### config.mk
export PLATFORM = sky130hd
export DESIGN_NAME = agu_regbank_top
export DESIGN_NICKNAME = d
export VERILOG_FILES = /design/src/rtl/agu_pkg.sv /design/src/rtl/agu_offset_adder.sv /design/src/rtl/agu_half.sv /design/src/rtl/agu_regbank_top.sv
export SDC_FILE = /design/constraint.sdc
export NUM_CORES = 1
export LEC_CHECK = 0
export BUFFER_PORTS_ARGS = -buffer_cell sky130_fd_sc_hd__buf_2
export CAP_MARGIN = 20
export CORE_MARGIN = 2
export CORE_UTILIZATION = 65
export DETAILED_ROUTE_END_ITERATION = 16
export GPL_TIMING_DRIVEN = 0
export HOLD_SLACK_MARGIN = 0.15
export PLACE_DENSITY_LB_ADDON = 0.3
export REMOVE_ABC_BUFFERS = 1
export SETUP_SLACK_MARGIN = 0.3
export SKIP_CTS_REPAIR_TIMING = 1
export SLEW_MARGIN = 20
export SYNTH_ARGS = -nofsm -noshare
export SYNTH_HDL_FRONTEND = slang
export SYNTH_HIERARCHICAL = 1
export SYNTH_SLANG_ARGS = --single-unit
### constraint.sdc
create_clock -name clk -period 7.8 [get_ports clk]
set_input_delay 1.56 -clock clk [delete_from_list [all_inputs] [get_ports clk]]
set_output_delay 1.56 -clock clk [all_outputs]
set_load 0.1 [all_outputs]
### src/rtl/agu_pkg.sv
package agu_pkg;
  typedef enum logic [1:0] {
    OP_INC  = 2'b00,
    OP_DEC  = 2'b01,
    OP_ADDN = 2'b10,
    OP_SUBN = 2'b11
  } upd_op_e;

  typedef enum logic [1:0] {
    CLS_ADDR = 2'b00,
    CLS_OFFS = 2'b01,
    CLS_MODF = 2'b10,
    CLS_NONE = 2'b11
  } reg_cls_e;
endpackage

### src/rtl/agu_offset_adder.sv
module agu_offset_adder #(
  parameter int AW = 16
) (
  input  logic [AW-1:0] base,
  input  logic [AW-1:0] offs,
  input  logic [1:0]    op,
  output logic [AW-1:0] result
);
  import agu_pkg::*;

  logic [AW-1:0] operand;

  // Pick one operand, then use a single adder. The carry out is dropped.
  always_comb begin
    unique case (upd_op_e'(op))
      OP_INC:  operand = AW'(1);
      OP_DEC:  operand = '1;
      OP_ADDN: operand = offs;
      default: operand = (~offs) + AW'(1);
    endcase
  end

  assign result = base + operand;
endmodule

### src/rtl/agu_half.sv
module agu_half #(
  parameter int AW   = 16,
  parameter int NREG = 4,
  localparam int LIW = $clog2(NREG)
) (
  input  logic           clk,
  input  logic           rst_n,
  input  logic           wr_en,
  input  logic [1:0]     wr_cls,
  input  logic [LIW-1:0] wr_idx,
  input  logic [AW-1:0]  wr_val,
  input  logic [1:0]     rd_cls,
  input  logic [LIW-1:0] rd_idx,
  output logic [AW-1:0]  rd_val,
  input  logic           upd_valid,
  input  logic [LIW-1:0] upd_idx,
  input  logic [1:0]     upd_op,
  output logic [AW-1:0]  addr,
  output logic           unsup
);
  import agu_pkg::*;

  logic [AW-1:0] ptr_q  [NREG];
  logic [AW-1:0] step_q [NREG];
  logic [AW-1:0] mod_q  [NREG];
  logic [AW-1:0] next_ptr;

  assign addr  = ptr_q[upd_idx];
  assign unsup = upd_valid && (mod_q[upd_idx] != '1);

  agu_offset_adder #(.AW(AW)) i_adder (
    .base   (ptr_q[upd_idx]),
    .offs   (step_q[upd_idx]),
    .op     (upd_op),
    .result (next_ptr)
  );

  for (genvar g = 0; g < NREG; g++) begin : g_reg
    logic hit_wr;
    assign hit_wr = wr_en && (wr_idx == LIW'(g));

    always_ff @(posedge clk or negedge rst_n) begin
      if (!rst_n) begin
        ptr_q[g]  <= '0;
        step_q[g] <= '0;
        mod_q[g]  <= '1;
      end else begin
        // A bus write to this pointer overrides an update of it.
        if (hit_wr && reg_cls_e'(wr_cls) == CLS_ADDR)
          ptr_q[g] <= wr_val;
        else if (upd_valid && upd_idx == LIW'(g))
          ptr_q[g] <= next_ptr;
        if (hit_wr && reg_cls_e'(wr_cls) == CLS_OFFS)
          step_q[g] <= wr_val;
        if (hit_wr && reg_cls_e'(wr_cls) == CLS_MODF)
          mod_q[g] <= wr_val;
      end
    end
  end

  always_comb begin
    unique case (reg_cls_e'(rd_cls))
      CLS_ADDR: rd_val = ptr_q[rd_idx];
      CLS_OFFS: rd_val = step_q[rd_idx];
      CLS_MODF: rd_val = mod_q[rd_idx];
      default:  rd_val = '0;
    endcase
  end
endmodule

### src/rtl/agu_regbank_top.sv
module agu_regbank_top #(
  parameter int AW        = 16,
  parameter int BW        = 24,
  parameter int HALF_REGS = 4,
  localparam int LIW      = $clog2(HALF_REGS),
  localparam int GIW      = LIW + 1
) (
  input  logic           clk,
  input  logic           rst_n,
  input  logic           bus_wr_en,
  input  logic [1:0]     bus_wr_cls,
  input  logic [GIW-1:0] bus_wr_idx,
  input  logic [BW-1:0]  bus_wr_data,
  input  logic [1:0]     bus_rd_cls,
  input  logic [GIW-1:0] bus_rd_idx,
  output logic [BW-1:0]  bus_rd_data,
  input  logic           lo_upd_valid,
  input  logic [LIW-1:0] lo_upd_idx,
  input  logic [1:0]     lo_upd_op,
  output logic [AW-1:0]  lo_addr,
  output logic           lo_unsup,
  input  logic           hi_upd_valid,
  input  logic [LIW-1:0] hi_upd_idx,
  input  logic [1:0]     hi_upd_op,
  output logic [AW-1:0]  hi_addr,
  output logic           hi_unsup
);
  localparam int NHALF = 2;

  logic           h_valid [NHALF];
  logic [LIW-1:0] h_idx   [NHALF];
  logic [1:0]     h_op    [NHALF];
  logic [AW-1:0]  h_addr  [NHALF];
  logic           h_unsup [NHALF];
  logic [AW-1:0]  h_rd    [NHALF];

  assign h_valid[0] = lo_upd_valid;
  assign h_idx[0]   = lo_upd_idx;
  assign h_op[0]    = lo_upd_op;
  assign h_valid[1] = hi_upd_valid;
  assign h_idx[1]   = hi_upd_idx;
  assign h_op[1]    = hi_upd_op;

  for (genvar h = 0; h < NHALF; h++) begin : g_half
    logic sel_wr;
    assign sel_wr = bus_wr_en && (bus_wr_idx[LIW] == 1'(h));

    agu_half #(.AW(AW), .NREG(HALF_REGS)) i_half (
      .clk       (clk),
      .rst_n     (rst_n),
      .wr_en     (sel_wr),
      .wr_cls    (bus_wr_cls),
      .wr_idx    (bus_wr_idx[LIW-1:0]),
      .wr_val    (bus_wr_data[AW-1:0]),
      .rd_cls    (bus_rd_cls),
      .rd_idx    (bus_rd_idx[LIW-1:0]),
      .rd_val    (h_rd[h]),
      .upd_valid (h_valid[h]),
      .upd_idx   (h_idx[h]),
      .upd_op    (h_op[h]),
      .addr      (h_addr[h]),
      .unsup     (h_unsup[h])
    );
  end

  assign lo_addr  = h_addr[0];
  assign lo_unsup = h_unsup[0];
  assign hi_addr  = h_addr[1];
  assign hi_unsup = h_unsup[1];

  assign bus_rd_data = {{(BW-AW){1'b0}}, h_rd[bus_rd_idx[LIW]]};
endmodule

== Word level (Yosys, flattened, before mapping) ==
Cells that the tools add are included.

* Add/sub/neg operators: 4
* Bitwise operators: 7
* Order comparisons: 4
* $mul: 0
* Equality and inequality tests: 19
* Reductions and logical operators: 59
* Shift operators: 0
* Multiplexer cells: 59
* Div/mod/pow operators: 0

{| class="wikitable"
|+ Operators by type and width
! operator !! number
|-
| $mux W16 || 43
|-
| $bmux W16 S2 || 12
|-
| $pmux W16 S3 || 4
|-
| $logic_and A1 B1 Y1 || 44
|-
| $add A16 B1 Y16 const B || 2
|-
| $add A16 B16 Y16 || 2
|-
| $ne A16 B16 Y1 const B || 2
|-
| $not A16 Y16 || 2
|-
| $eq A2 B2 Y1 const B || 10
|-
| $reduce_bool A2 Y1 || 8
|-
| $eq A2 B1 Y1 const B || 7
|-
| $logic_not A2 Y1 || 7
|-
| $ge A3 B3 Y1 const B || 3
|-
| $not A2 Y3 || 3
|-
| $ge A2 B2 Y1 const B || 1
|-
| $not A1 Y2 || 1
|-
| $not A1 Y1 || 1
|}

* Memory bits (read-only): 0
* Memories kept: 0
* Latch bits: 0
* Bits in registers: 384
* Logic and storage cells: 176
* RAM bits: 0
* Bits of input ports: 47
* Output and inout port bits: 58

== Longest topological paths before layout ==
* Depth in word-level cells: 10
* Mapped depth: 20
* Depth with buffers taken out: 18

== Hierarchy ==
Netlist, hierarchy kept.

{| class="wikitable"
|+ By module, submodules not included
! module !! seq. area each (µm²) !! area each (µm²) !! cells an instance !! times used
|-
| agu_half || 4,884.7 || 10,448.8 || 757 || 2
|-
| agu_offset_adder (g_half[1].i_half.i_adder) || 0.0 || 1,168.6 || 174 || 1
|-
| agu_offset_adder (g_half[0].i_half.i_adder) || 0.0 || 1,131.1 || 166 || 1
|-
| agu_regbank_top || 0.0 || 325.3 || 29 || 1
|}

== Least setup slack after synthesis ==
OpenSTA, ideal clock, no wires.

* Path kind: input to output
* From: input port hi_upd_idx[0]
* To: output port hi_unsup
* Data required time: 6,240 ps
* Data arrival time: 5,041 ps
* Buffers on the path: 2
* Setup slack: 1,199 ps
* Stages: 4
* Cells stage by stage: buf_4 > buf_2 > nor4_1 > nor4_1

* Cells in the longest elaborated chain, start to end: 6

{| class="wikitable"
|+ Ends and longest elaborated chain
! item !! RTL line !! RTL
|-
| start: declaration || agu_regbank_top.sv:23 || <nowiki>input logic [LIW-1:0] hi_upd_idx,</nowiki>
|-
| $not A2 Y3 (not written as such) || agu_half.sv:29 || <nowiki>assign unsup = upd_valid && (mod_q[upd_idx] != '1);</nowiki>
|-
| $bmux W16 S2 || agu_half.sv:29 ||
|-
| $mux W16 (not written as such) (2 in a row) || agu_half.sv:29 ||
|-
| $ne A16 B16 Y1 || agu_half.sv:29 ||
|-
| $logic_and A1 B1 Y1 || agu_half.sv:29 ||
|-
| end: declaration || agu_regbank_top.sv:26 || <nowiki>output logic hi_unsup</nowiki>
|}

No other way between the ends. The select of a mux whose other input is x is not followed.

== Worst setup path in the final report ==
* From: input port lo_upd_idx[0]
* To: register g_half[0].i_half/ptr_q[47] (netlist name)

* Cells in the longest elaborated chain, start to end: 10
* Elaborated cells between the ends (all ways): 16
* Classes of those cells: 2 x add/sub; 1 x eq/ne; 9 x mux; 2 x bitwise; 2 x reduce/logical

{| class="wikitable"
|+ Ends and longest elaborated chain
! item !! RTL line !! RTL
|-
| start: declaration || agu_regbank_top.sv:18 || <nowiki>input logic [LIW-1:0] lo_upd_idx,</nowiki>
|-
| $not A2 Y3 (not written as such) * || agu_half.sv:32, agu_half.sv:33 ||
|-
| $bmux W16 S2 || agu_half.sv:33 || <nowiki>.offs (step_q[upd_idx]),</nowiki>
|-
| $mux W16 (not written as such) (2 in a row) || agu_half.sv:33 ||
|-
| $not A16 Y16 || agu_offset_adder.sv:19 || <nowiki>default: operand = (~offs) + AW'(1);</nowiki>
|-
| $add A16 B1 Y16 || agu_offset_adder.sv:19 ||
|-
| $pmux W16 S3 || agu_offset_adder.sv:15 || <nowiki>unique case (upd_op_e'(op))</nowiki>
|-
| $add A16 B16 Y16 * || agu_offset_adder.sv:23 || <nowiki>assign result = base + operand;</nowiki>
|-
| via g_half[0].i_half.next_ptr[15] || agu_half.sv:26 || <nowiki>logic [AW-1:0] next_ptr;</nowiki>
|-
| $mux W16 * || agu_half.sv:51 || <nowiki>else if (upd_valid && upd_idx == LIW'(g))</nowiki>
|-
| $mux W16 * || agu_half.sv:49 || <nowiki>if (hit_wr && reg_cls_e'(wr_cls) == CLS_ADDR)</nowiki>
|-
| end signal: indexed assignment || agu_half.sv:50 || <nowiki>ptr_q[g] <= wr_val;</nowiki>
|-
| end signal: indexed assignment || agu_half.sv:52 || <nowiki>ptr_q[g] <= next_ptr;</nowiki>
|-
| end: declaration || agu_half.sv:23 || <nowiki>logic [AW-1:0] ptr_q [NREG];</nowiki>
|}

The timed path passes the listed nets; every way through them passes the cells marked *. The select of a mux whose other input is x is not followed.
A chain may end at the register's enable or synchronous reset.

==> impl_metrics.ini <==
[outcome]
status = complete, no violations

[global_route]
use_met2_pct = 52.22
grtUsageTotal_pct = 34.07
grt_pass1_wl_mm = 98.75
first_global_vias = 16749
top_usage_layer = met2
antenna_found_initial = 3
grt_max_degree = 102
grt_use_met3_pct = 7.149
grt.overflow.total = 0
met1_usage_pct = 49.40

[critical_path]
cp_slowest_cell = mux4_2
r2r_end = g_half[0].i_half/ptr_q[47]
worst_path_most_repeated_cell = o21ai_0
cp_cell_sequence = buf_4, mux4_2, or4b_4, or3_1, or2_4, o21ai_0, xor2_1, ha_1, nand2_1, a2111oi_0, o221ai_1, xnor2_1, mux2i_1, o21ai_0
r2r_slack_ns = 2.97
slowest_delay_ns = 0.65
cp.arrival_ns = 6.70
cp-end-kind = flip-flop
path_class = in2reg
path_buf_inv = 1
r2r_cells = 13
cpLargestDelayFamily = compound AO/OA/AOI/OAI gates
start_kind = input pin
path_depth = 14
regToRegStartpoint = g_half[0].i_half/step_q[1]
critPathMaxFanout = 40
required_ns = 8.25

[sta]
final_max_slew_viol_count = 0
min_period_ns = 6.243
worst_pin_slew_ns = 1.169
fmax_mhz = 160.2
skew_ns = 0.01266
finalSetupViolCount = 0
fin_crit_sh_pct = 80.03
hold_viol_final = 0
fin_setup_tns_ns = 0
slew_headroom_pct = 22.09
rsz0062_at_grt = false

[clock_tree]
clk_pin_slew_worst_paths_ns = 0.06
htreeDepth = 2
clk_path_buf_depth = 3
clk_latency_ns = 0.55
clock-root-buffer = clkbuf_16
cts_tree = yes
numCtsBuffers = 42
cts.sinks = 384

[yosys]
synth-seq-cells = 384
synth_commonest_cells = dfrtp_1, mux2_2, nand2_1
yosysMostFrequentCell = dfrtp_1
synth_cell_types = 66
synth-main-ff-cell = dfrtp_1
synth_edf_count = 0
syn_area_per_cell_um2 = 12.49
ys_warn_count = 6
async_flop_share_pct = 100.0
ys_top_cells_by_area = dfrtp_1, mux4_2, dfstp_2
yosys.area.top_type = dfrtp_1
synth_top_area_share_pct = 27.23
synthesis.instances = 1883
syn_area_um2 = 23520
synth_seq_area_share_pct = 41.53

[final_layout]
stdcell_area_um2 = 25650
final_cells = 2393
drive_gt1_share_pct = 40.67
syn2layout_area_growth_pct = 9.026
final_util_pct = 72.10
final_net_count = 1978

[power]
p_leak_nw = 10.96
power_density_nw_per_um2 = 363.1
peakVddDrop_v = 0.0003537

[worst_hold_path]
whs_endpoint = g_half[1].i_half/step_q[0]
whs_path_depth = 1
hold_class = reg2reg
min_from = g_half[1].i_half/step_q[0]

[floorplan]
core_area_um2 = 35570
die_w_um = 194.2
core.rowCount = 69
io-pin-count = 105
die_area_um2 = 37730
die_h_um = 194.2
start_util_pct = 66.13

[drt]
routed-via-count = 16506
drt-vias-per-instance = 6.898
wl_per_cell_um = 26.33
dr.pass1.iters = 7
wl_mm = 63.00
drc = 0
ant_nets = 0
first_iter_violations = 1655

[placed_design]
portBuffers = 88
finalWeightedCongestion = 0.9118
dpl-instance-area_um2 = 24170
place_inst = 2314
hpwl_mm = 41.42

[flow_run]
cap_violations = 0
[area by class of cell]
type	instances	area, um^2
repair buffers	119	898.4
clock inverters	15	209.0
inverters	46	172.7
clock buffers	62	1257
well taps	461	576.8
multi-input cells	1304	12760
diodes	2	5.005
fillers	2345	9923
flip-flops and latches	384	9769
[placed cells by master, fill, tap and decap left out, types with 13 or more instances in the layout]
master,Yosys,final
nand3b_1,13,13
mux2i_1,161,161
ha_1,32,32
inv_1,46,46
a21oi_1,26,26
buf_2,40,81
dfrtp_1,256,256
buf_4,38,20
o21ai_0,152,152
mux2_4,50,50
nand2_1,174,174
nand2b_1,14,14
xnor2_1,23,23
mux2_2,222,222
nand4_1,25,25
nor2_1,35,35
mux4_2,160,160
clkbuf_16,0,43
xor2_1,21,21
dfstp_2,128,128
o22ai_1,34,34
[worst max-delay path by stage]
stage | from | end | slack, ns
2_1_floorplan | hi_upd_idx[0] | hi_unsup | 1.48
3_3_place_gp | rst_n | g_half[0].i_half/ptr_q[43] | -2.09
3_5_place_dp | lo_upd_idx[1] | g_half[0].i_half/ptr_q[31] | 1.18
4_1_cts | lo_upd_idx[0] | g_half[0].i_half/ptr_q[47] | 1.62
5_1_grt | lo_upd_idx[0] | g_half[0].i_half/ptr_q[47] | 1.33
6_report | lo_upd_idx[0] | g_half[0].i_half/ptr_q[47] | 1.56
[cells by family after synthesis]
group                    synth area share [%]
AO/OA/AOI/OAI                           6.702
flip-flops                              41.53
AND/OR/NAND/NOR                         7.681
other                                 0.01594
buffers and inverters                   4.569
XOR/XNOR                                1.638
adder cells (fa/ha/maj)                 1.872
multiplexers                            35.99
[sequential cells by signal, indices dropped and copies added, names as in the netlist]
| register | flops |
|---|---|
| g_half.i_half/mod_q | 128 |
| g_half.i_half/step_q | 128 |
| g_half.i_half/ptr_q | 128 |
[worst reg2reg max path, delay by kind of cell (launching register included)]
family	cells	cell delay [ns]
xor gates and xnor gates	2	0.56
and+or+nand+nor	4	1.35
DFF	1	0.39
muxes	2	0.66
AOI/OAI and AO/OA	4	1.38
adders and majority gates	1	0.40
[layer usage]
metal	vias up	part of all wire [%]	wire (um)
met4	2	2.9	1841
met3	111	9.4	5893
met1	8529	42	26180
met5	-	0.017	11
li1	7047	-	-
met2	817	46	29080
[where the power goes]
part	leakage (nW)	switching (W)	internal, W
registers	4.51	0.000462	0.00270
logic	5.73	0.00253	0.00152
clock network	0.721	0.000815	0.00128
total	11.0	0.00381	0.00550
[stage by stage]
| step | total power [W] | hold WS [ns] | setup WS [ns] |
|---|---|---|---|
| final | 0.009312 | 0.5239 | 1.557 |
| after global routing | 0.009766 | 0.5395 | 1.334 |
| after CTS | 0.009265 | 0.5266 | 1.621 |
| after detailed placement | 0.007126 | 0.5134 | 1.181 |
| after global placement | 0.006948 | 0.5014 | -2.090 |
| after floorplan | 0.006107 | 0.4924 | 1.476 |
(Power assumes the default switching activity.)
